<file path="src/rtl/ldw_pkg.sv">
package ldw_pkg;
    localparam int WORD_W        = 32;
    localparam int WORD_BYTES    = WORD_W / 8;
    localparam int BYTE_SH       = $clog2(WORD_BYTES);
    localparam int NB_W          = BYTE_SH + 1;
    localparam int ATTR_W        = 3;
    localparam int MODE_EN_BIT   = 31;
    localparam int MODE_LIST_BIT = 25;
    localparam int MODE_ATTR_LSB = 28;
    localparam int DESC_LAST_BIT = 31;

    typedef enum logic [1:0] {
        CFG_MODE      = 2'd0,
        CFG_BUF_ADDR  = 2'd1,
        CFG_BUF_LEN   = 2'd2,
        CFG_LIST_HEAD = 2'd3
    } cfg_sel_e;

    // word order inside a descriptor; the walker decodes by this index
    typedef enum logic [1:0] {
        DW_SRC   = 2'd0,
        DW_LEN   = 2'd1,
        DW_NEXT  = 2'd2,
        DW_FLAGS = 2'd3
    } desc_word_e;

    typedef enum logic [2:0] {
        W_IDLE  = 3'd0,
        W_DREQ  = 3'd1,
        W_DWAIT = 3'd2,
        W_BREQ  = 3'd3,
        W_BWAIT = 3'd4,
        W_PUSH  = 3'd5
    } walk_state_e;
endpackage

</file>
<file path="src/rtl/ldw_cfg_regs.sv">
module ldw_cfg_regs
    import ldw_pkg::*;
#(
    parameter int ADDR_W = 32,
    parameter int LEN_W  = 32
) (
    input  logic                  clk,
    input  logic                  rst_n,
    input  logic                  cfg_we,
    input  logic [1:0]            cfg_sel,
    input  logic [WORD_W-1:0]     cfg_wdata,
    input  logic                  busy,
    output logic                  start,
    output logic                  start_list,
    output logic [ADDR_W-1:0]     buf_addr,
    output logic [LEN_W-1:0]      buf_len,
    output logic [ADDR_W-1:0]     list_head,
    output logic [ATTR_W-1:0]     attr
);
    typedef struct packed {
        logic [ATTR_W-1:0] attr;
        logic [ADDR_W-1:0] buf_addr;
        logic [LEN_W-1:0]  buf_len;
        logic [ADDR_W-1:0] head;
    } cfg_t;

    cfg_t cfg_d, cfg_q;

    always_comb begin
        cfg_d = cfg_q;
        start = 1'b0;
        if (cfg_we) begin
            case (cfg_sel_e'(cfg_sel))
                CFG_MODE: begin
                    // a running transfer owns the mode word
                    if (!busy) begin
                        cfg_d.attr = cfg_wdata[MODE_ATTR_LSB +: ATTR_W];
                        start      = cfg_wdata[MODE_EN_BIT];
                    end
                end
                CFG_BUF_ADDR:  cfg_d.buf_addr = cfg_wdata[ADDR_W-1:0];
                CFG_BUF_LEN:   cfg_d.buf_len  = cfg_wdata[LEN_W-1:0];
                CFG_LIST_HEAD: cfg_d.head     = cfg_wdata[ADDR_W-1:0];
                default: ;
            endcase
        end
    end

    always_ff @(posedge clk or negedge rst_n) begin
        if (!rst_n) cfg_q <= '0;
        else        cfg_q <= cfg_d;
    end

    assign start_list = cfg_wdata[MODE_LIST_BIT];
    assign buf_addr   = cfg_q.buf_addr;
    assign buf_len    = cfg_q.buf_len;
    assign list_head  = cfg_q.head;
    assign attr       = cfg_q.attr;
endmodule

</file>
<file path="src/rtl/ldw_beat_calc.sv">
module ldw_beat_calc
    import ldw_pkg::*;
#(
    parameter int LEN_W = 32
) (
    input  logic [LEN_W-1:0] rem,
    output logic [NB_W-1:0]  nbytes,
    output logic [LEN_W-1:0] rem_next,
    output logic             last_beat
);
    localparam logic [LEN_W-1:0] FULL_LEN = LEN_W'(WORD_BYTES);

    logic full;

    always_comb begin
        full      = (rem >= FULL_LEN);
        nbytes    = full ? NB_W'(WORD_BYTES) : NB_W'(rem);
        rem_next  = rem - LEN_W'(nbytes);
        last_beat = (rem_next == '0);
    end
endmodule

</file>
<file path="src/rtl/ldw_walker.sv">
module ldw_walker
    import ldw_pkg::*;
#(
    parameter int ADDR_W = 32,
    parameter int LEN_W  = 32
) (
    input  logic               clk,
    input  logic               rst_n,
    input  logic               start,
    input  logic               start_list,
    input  logic [ADDR_W-1:0]  buf_addr,
    input  logic [LEN_W-1:0]   buf_len,
    input  logic [ADDR_W-1:0]  list_head,
    output logic               mem_req_valid,
    input  logic               mem_req_ready,
    output logic [ADDR_W-1:0]  mem_req_addr,
    input  logic               mem_rsp_valid,
    input  logic [WORD_W-1:0]  mem_rsp_data,
    input  logic               mem_rsp_err,
    output logic               out_valid,
    input  logic               out_ready,
    output logic [WORD_W-1:0]  out_data,
    output logic [NB_W-1:0]    out_bytes,
    output logic               busy,
    output logic               src_done,
    output logic               rd_err
);
    localparam logic [ADDR_W-1:0] STEP = ADDR_W'(WORD_BYTES);

    typedef struct packed {
        walk_state_e        st;
        logic [ADDR_W-1:0]  ptr;
        logic [1:0]         widx;
        logic [ADDR_W-1:0]  dsrc;
        logic [LEN_W-1:0]   dlen;
        logic [ADDR_W-1:0]  dnext;
        logic               last;
        logic [ADDR_W-1:0]  addr;
        logic [LEN_W-1:0]   rem;
        logic [WORD_W-1:0]  word;
        logic               done;
        logic               err;
    } walk_t;

    walk_t w_d, w_q;

    logic [NB_W-1:0]   beat_bytes;
    logic [LEN_W-1:0]  rem_after;
    logic              beat_is_last;
    logic [ADDR_W-1:0] desc_addr;

    ldw_beat_calc #(.LEN_W(LEN_W)) u_beat (
        .rem       (w_q.rem),
        .nbytes    (beat_bytes),
        .rem_next  (rem_after),
        .last_beat (beat_is_last)
    );

    assign desc_addr = w_q.ptr + (ADDR_W'(w_q.widx) << BYTE_SH);

    always_comb begin
        w_d           = w_q;
        w_d.done      = 1'b0;
        w_d.err       = 1'b0;
        mem_req_valid = 1'b0;
        mem_req_addr  = w_q.addr;
        out_valid     = 1'b0;

        case (w_q.st)
            W_IDLE: begin
                if (start) begin
                    if (start_list) begin
                        w_d.ptr  = list_head;
                        w_d.widx = DW_SRC;
                        w_d.st   = W_DREQ;
                    end else begin
                        w_d.addr = buf_addr;
                        w_d.rem  = buf_len;
                        w_d.last = 1'b1;
                        if (buf_len == '0) w_d.done = 1'b1;
                        else               w_d.st   = W_BREQ;
                    end
                end
            end

            W_DREQ: begin
                mem_req_valid = 1'b1;
                mem_req_addr  = desc_addr;
                if (mem_req_ready) w_d.st = W_DWAIT;
            end

            W_DWAIT: begin
                if (mem_rsp_valid) begin
                    if (mem_rsp_err) begin
                        w_d.err = 1'b1;
                        w_d.st  = W_IDLE;
                    end else begin
                        w_d.widx = w_q.widx + 2'd1;
                        w_d.st   = W_DREQ;
                        case (desc_word_e'(w_q.widx))
                            DW_SRC:  w_d.dsrc  = ADDR_W'(mem_rsp_data);
                            DW_LEN:  w_d.dlen  = LEN_W'(mem_rsp_data);
                            DW_NEXT: w_d.dnext = ADDR_W'(mem_rsp_data);
                            default: begin
                                // flag word completes the descriptor
                                w_d.last = mem_rsp_data[DESC_LAST_BIT];
                                w_d.addr = w_q.dsrc;
                                w_d.rem  = w_q.dlen;
                                if (w_q.dlen != '0) begin
                                    w_d.st = W_BREQ;
                                end else if (mem_rsp_data[DESC_LAST_BIT]) begin
                                    w_d.done = 1'b1;
                                    w_d.st   = W_IDLE;
                                end else begin
                                    w_d.ptr = w_q.dnext;
                                end
                            end
                        endcase
                    end
                end
            end

            W_BREQ: begin
                mem_req_valid = 1'b1;
                if (mem_req_ready) w_d.st = W_BWAIT;
            end

            W_BWAIT: begin
                if (mem_rsp_valid) begin
                    if (mem_rsp_err) begin
                        w_d.err = 1'b1;
                        w_d.st  = W_IDLE;
                    end else begin
                        w_d.word = mem_rsp_data;
                        w_d.st   = W_PUSH;
                    end
                end
            end

            W_PUSH: begin
                out_valid = 1'b1;
                if (out_ready) begin
                    w_d.rem  = rem_after;
                    w_d.addr = w_q.addr + STEP;
                    if (!beat_is_last) begin
                        w_d.st = W_BREQ;
                    end else if (w_q.last) begin
                        w_d.done = 1'b1;
                        w_d.st   = W_IDLE;
                    end else begin
                        w_d.ptr  = w_q.dnext;
                        w_d.widx = DW_SRC;
                        w_d.st   = W_DREQ;
                    end
                end
            end

            default: w_d.st = W_IDLE;
        endcase
    end

    always_ff @(posedge clk or negedge rst_n) begin
        if (!rst_n) w_q <= '0;
        else        w_q <= w_d;
    end

    assign out_data  = w_q.word;
    assign out_bytes = beat_bytes;
    assign busy      = (w_q.st != W_IDLE);
    assign src_done  = w_q.done;
    assign rd_err    = w_q.err;
endmodule

</file>
<file path="src/rtl/desc_chain_dma.sv">
module desc_chain_dma
    import ldw_pkg::*;
#(
    parameter int ADDR_W = 32,
    parameter int LEN_W  = 32
) (
    input  logic                clk,
    input  logic                rst_n,
    input  logic                cfg_we,
    input  logic [1:0]          cfg_sel,
    input  logic [WORD_W-1:0]   cfg_wdata,
    output logic                mem_req_valid,
    input  logic                mem_req_ready,
    output logic [ADDR_W-1:0]   mem_req_addr,
    output logic [ATTR_W-1:0]   mem_req_attr,
    input  logic                mem_rsp_valid,
    input  logic [WORD_W-1:0]   mem_rsp_data,
    input  logic                mem_rsp_err,
    output logic                out_valid,
    input  logic                out_ready,
    output logic [WORD_W-1:0]   out_data,
    output logic [NB_W-1:0]     out_bytes,
    output logic                busy,
    output logic                src_done,
    output logic                rd_err
);
    logic              start;
    logic              start_list;
    logic [ADDR_W-1:0] buf_addr;
    logic [LEN_W-1:0]  buf_len;
    logic [ADDR_W-1:0] list_head;

    ldw_cfg_regs #(.ADDR_W(ADDR_W), .LEN_W(LEN_W)) u_cfg (
        .clk        (clk),
        .rst_n      (rst_n),
        .cfg_we     (cfg_we),
        .cfg_sel    (cfg_sel),
        .cfg_wdata  (cfg_wdata),
        .busy       (busy),
        .start      (start),
        .start_list (start_list),
        .buf_addr   (buf_addr),
        .buf_len    (buf_len),
        .list_head  (list_head),
        .attr       (mem_req_attr)
    );

    ldw_walker #(.ADDR_W(ADDR_W), .LEN_W(LEN_W)) u_walk (
        .clk           (clk),
        .rst_n         (rst_n),
        .start         (start),
        .start_list    (start_list),
        .buf_addr      (buf_addr),
        .buf_len       (buf_len),
        .list_head     (list_head),
        .mem_req_valid (mem_req_valid),
        .mem_req_ready (mem_req_ready),
        .mem_req_addr  (mem_req_addr),
        .mem_rsp_valid (mem_rsp_valid),
        .mem_rsp_data  (mem_rsp_data),
        .mem_rsp_err   (mem_rsp_err),
        .out_valid     (out_valid),
        .out_ready     (out_ready),
        .out_data      (out_data),
        .out_bytes     (out_bytes),
        .busy          (busy),
        .src_done      (src_done),
        .rd_err        (rd_err)
    );
endmodule

</file>
<file path="config.mk">
export PLATFORM = sky130hd
export DESIGN_NAME = desc_chain_dma
export DESIGN_NICKNAME = d
export VERILOG_FILES = /design/src/rtl/ldw_pkg.sv /design/src/rtl/ldw_cfg_regs.sv /design/src/rtl/ldw_beat_calc.sv /design/src/rtl/ldw_walker.sv /design/src/rtl/desc_chain_dma.sv
export SDC_FILE = /design/constraint.sdc
export NUM_CORES = 1
export LEC_CHECK = 0
export BUFFER_PORTS_ARGS = -buffer_cell sky130_fd_sc_hd__clkbuf_2
export CAP_MARGIN = 20
export CORE_ASPECT_RATIO = 0.8
export CORE_MARGIN = 4
export CORE_UTILIZATION = 40
export DETAILED_ROUTE_END_ITERATION = 8
export PLACE_DENSITY = 0.54
export REMOVE_ABC_BUFFERS = 1
export SETUP_SLACK_MARGIN = 0.15
export SYNTH_ARGS = -nofsm -noshare
export SYNTH_HDL_FRONTEND = slang
export SYNTH_HIERARCHICAL = 1
export SYNTH_SLANG_ARGS = --single-unit
</file>
<file path="constraint.sdc">
create_clock -name clk -period 6.52 [get_ports clk]
set_clock_uncertainty 0.1 [all_clocks]
set_input_delay 1.304 -clock clk [delete_from_list [all_inputs] [get_ports clk]]
set_output_delay 1.304 -clock clk [all_outputs]
set_load 0.1 [all_outputs]
</file>
==> flow_summary.json <==
{
  "cp.arrival_ns": 6.14,
  "period_minus_slack_ns": 5.835,
  "synthSimpleGateAreaFrac_pct": 11.32,
  "yosysSeqAreaShare_pct": 50.03,
  "pwr-share-seq_pct": 34.1,
  "drv_slew": 0,
  "yosysUniqueCellTypes": 70,
  "synth_top_family_by_area": "multiplexers",
  "routedWlPerCell_um": 23.24,
  "powerDensity_mw_per_mm2": 557.8,
  "synth_top_area_cell": "dfrtp_1",
  "synth_area_leaders": "dfrtp_1 50%, mux2_2 15%, mux2_4 3.1%",
  "tightest_slew_ns": 1.052,
  "vias_per_cell": 5.845,
  "peakVddDrop_mv": 0.3674,
  "syn_area_mm2": 0.01656,
  "crit_buf_inv": 2,
  "areaGrowthSynthToFinish_pct": 13.57,
  "cts_max_path_buffers": 3,
  "netlist.area_leader.share_pct": 50.03,
  "power.switching_mw": 4.922,
  "ys_warn_count": 6,
  "path_clk_slew_ns": 0.06,
  "cts_hold_buffers": 0,
  "crit_path_top_delay_cell": "or4_1",
  "dr_wl_met3_um": 2886,
  "grt_pass1_wl_um": 75490,
  "synth_edf_count": 0,
  "path_class": "flip-flop to flip-flop",
  "status": "finished, final reports clean",
  "swShare_pct": 46.92,
  "critPathLaunchType": "flip-flop",
  "rsz0062_at_grt": "false",
  "stdcell_area_mm2": 0.01880,
  "place_inst": 2015,
  "drt_first_pass_iters": 6,
  "rows": 66,
  "cpLargestDelayFamily": "simple AND/OR/NAND/NOR gates",
  "layout.cells.non_filler": 2084,
  "share_comb_of_total_power_pct": 45.2,
  "vias": 12182,
  "cp-startpoint": "u_walk/w_q[41]",
  "wl_met1_um": 22830,
  "met2WireLength_um": 21550,
  "max_cap_violations": 0,
  "yosys_register_bits": 331,
  "die_y_um": 190.0,
  "cts_sinks": 331,
  "period_share_pct": 89.49,
  "cts_setup_buffers": 0,
  "cp.required_ns": 6.83,
  "hp-class": "flip-flop to flip-flop",
  "timing.fmax_mhz": 171.4,
  "insertion_delay_ns": 0.53,
  "dieArea_mm2": 0.04473,
  "yosys.area_share.adder_pct": 0.7255,
  "htree_levels": 2,
  "core_mm2": 0.04079,
  "drc": 0,
  "cts-resized-gates": 0,
  "p_clk_share_pct": 20.7,
  "nNetsFinal": 1593,
  "fin_tns_setup_ns": 0,
  "slew_headroom_pct": 29.70,
  "cpPeakStageDelay_ns": 0.67,
  "async_flop_share_pct": 100.0,
  "hold_start": "u_walk/out_data[19]",
  "avgSynthCellArea_um2": 11.60,
  "dpl_cell_area_mm2": 0.01750,
  "top_layer_used": "met5",
  "leakage_nw": 8.402,
  "dp_hpwl_um": 32430,
  "path_cells": "or4_1 -> nand3b_1 -> nor4_4 -> inv_2 -> nand2_1 -> ha_1 -> a211oi_1 -> o211a_1 -> xor2_1 -> or3_1 -> or4_1 -> nor4_1 -> and4_1 -> nand3b_1 -> o2bb2ai_1 -> a311oi_4 -> buf_4 -> mux2_2",
  "overflow": 0,
  "syn_inst": 1427,
  "ios": 148,
  "drtIter0Drc": 1159,
  "gp_congestion": 0.9106,
  "synth_top_flop_cell": "dfrtp_1",
  "finalSetupViolCount": 0,
  "grt_pass1_vias": 12310,
  "p_int_mw": 5.568,
  "cts_tree": "built",
  "antenna_cells": 0,
  "drive_gt1_share_pct": 33.05,
  "synthXorXnorAreaFrac_pct": 2.539,
  "start_util_pct": 40.59,
  "crit_fanout": 16,
  "synth_mux_area_share_pct": 18.44,
  "cts_root_buf": "clkbuf_16",
  "finalPower_mw": 10.49,
  "cts_inserted_buffers": 37,
  "wirelength_um": 48430,
  "antenna_found_initial": 2,
  "ant_nets": 0,
  "grt_start_max_net_pins": 135,
  "portBuffers": 147,
  "die_w_um": 235.5,
  "finalHoldWorstSlack_ns": 0.4023,
  "synth_compound_area_share_pct": 12.28,
  "r2r_start": "u_walk/w_q[41]",
  "grt_use_total_pct": 21.42,
  "worstSetupEndpointType": "flip-flop",
  "hold_viol": 0
}
-- worst paths after layout --
check / slack [ns] / endpoint / depth (start not counted)
max in group asynchronous: 4.35 / u_cfg/buf_addr[11] / 2
min in group asynchronous: 0.75 / u_walk/out_data[28] / 1
max reg2reg: 0.69 / u_walk/w_q[199] / 18
min: 0.40 / u_walk/out_data[19] / 1
max: 0.69 / u_walk/w_q[199] / 18
min reg2reg: 0.40 / u_walk/out_data[19] / 1
-- state kept, by name (all words and copies together) (netlist names) --
register         count
u_walk/out_data     32
u_walk/rd_err        1
u_walk/w_q         198
u_cfg/attr           3
u_walk/src_done      1
u_cfg/buf_len       32
u_cfg/buf_addr      32
u_cfg/list_head     32
-- cell families (layout without fill, tap and decap cells) --
logic type,after synthesis,in the layout
and+or+nand+nor,354,354
DFF,331,331
AOI/OAI and AO/OA,283,283
muxes,260,260
buffers and inverters,141,254
xor gates and xnor gates,48,48
adders and majority gates,9,9
other,1,1
-- cells in the final DEF (no fill, tap or decap), types with 6 or more instances in the layout --
cell       netlist  layout
dfrtp_1        331     331
mux2_2         224     224
clkbuf_2         0     146
nand2_1        119     119
o21ai_0         96      96
nor2_1          52      52
a222oi_1        45      45
clkbuf_16        0      39
a22o_1          40      39
mux2_4          34      34
nor4_1          32      32
xor2_1          31      31
nand3_1         27      27
nor3_1          28      26
a21oi_1         25      24
nand4_1         18      18
xnor2_1         17      17
buf_4           33      17
inv_1           17      16
or3_1           14      13
a31oi_1         13      13
clkbuf_8         6      12
or4_1           11      11
o2bb2ai_1       10      10
clkbuf_1        59       9
and2_1           8       8
and4_1           8       8
a22oi_1          8       8
ha_1             8       8
o22ai_1          7       7
o31ai_1          6       6
and3_1           6       6
a221oi_1         6       6
-- cells in the mapped netlist (all sizes together), types with 4 or more instances --
master     n
xor2      31
mux2     258
nand2    119
and2       9
and4       8
o31ai      7
clkbuf    65
nor2b      4
nand3b     6
or3       15
ha         8
o22ai      7
a221oi     6
a211oi     4
o21ai     96
nor4      33
and3       6
nand3     28
a222oi    45
a22o      40
buf       58
nor2      52
inv       18
a21oi     26
xnor2     17
or4       13
dfrtp    331
nor3      28
a31oi     13
a22oi      8
nand4     18
o2bb2ai   10
-- metrics by stage --
step / utilization [%] / worst slack, ns
after floorplan: - / -1.242
after global placement: 42.90 / 0.8225
after detailed placement: 42.90 / 0.7875
after CTS: 46.03 / 0.7380
after global routing: 46.10 / 0.4304
final: 46.10 / 0.6852
-- power groups by stage --
stage	Combinational (mW)	Clock, mW	Sequential, mW
final	4.74	2.17	3.58
after global routing	5.06	2.31	3.69
after CTS	4.73	2.23	3.56
after detailed placement	4.72	0	3.60
after global placement	4.68	0	3.56
after floorplan	3.00	0	4.14
-- layout make-up --
| class | count | area [µm²] |
|---|---|---|
| multi-input cells | 955 | 7537 |
| clock inverters | 8 | 100.1 |
| flip-flops and latches | 331 | 8283 |
| clock buffers | 60 | 1175 |
| repair buffers | 168 | 960.9 |
| fillers | 3788 | 21990 |
| well taps | 544 | 680.7 |
| inverters | 18 | 67.56 |
-- layer usage --
layer / global-route usage [%] / vias to the layer above
li1: - / 5476
met1: 31.49 / 6197
met2: 32.90 / 416
met3: 3.623 / 89
met4: 6.028 / 4
met5: 0 / -
Note: power is estimated with default switching activity, not from simulation.
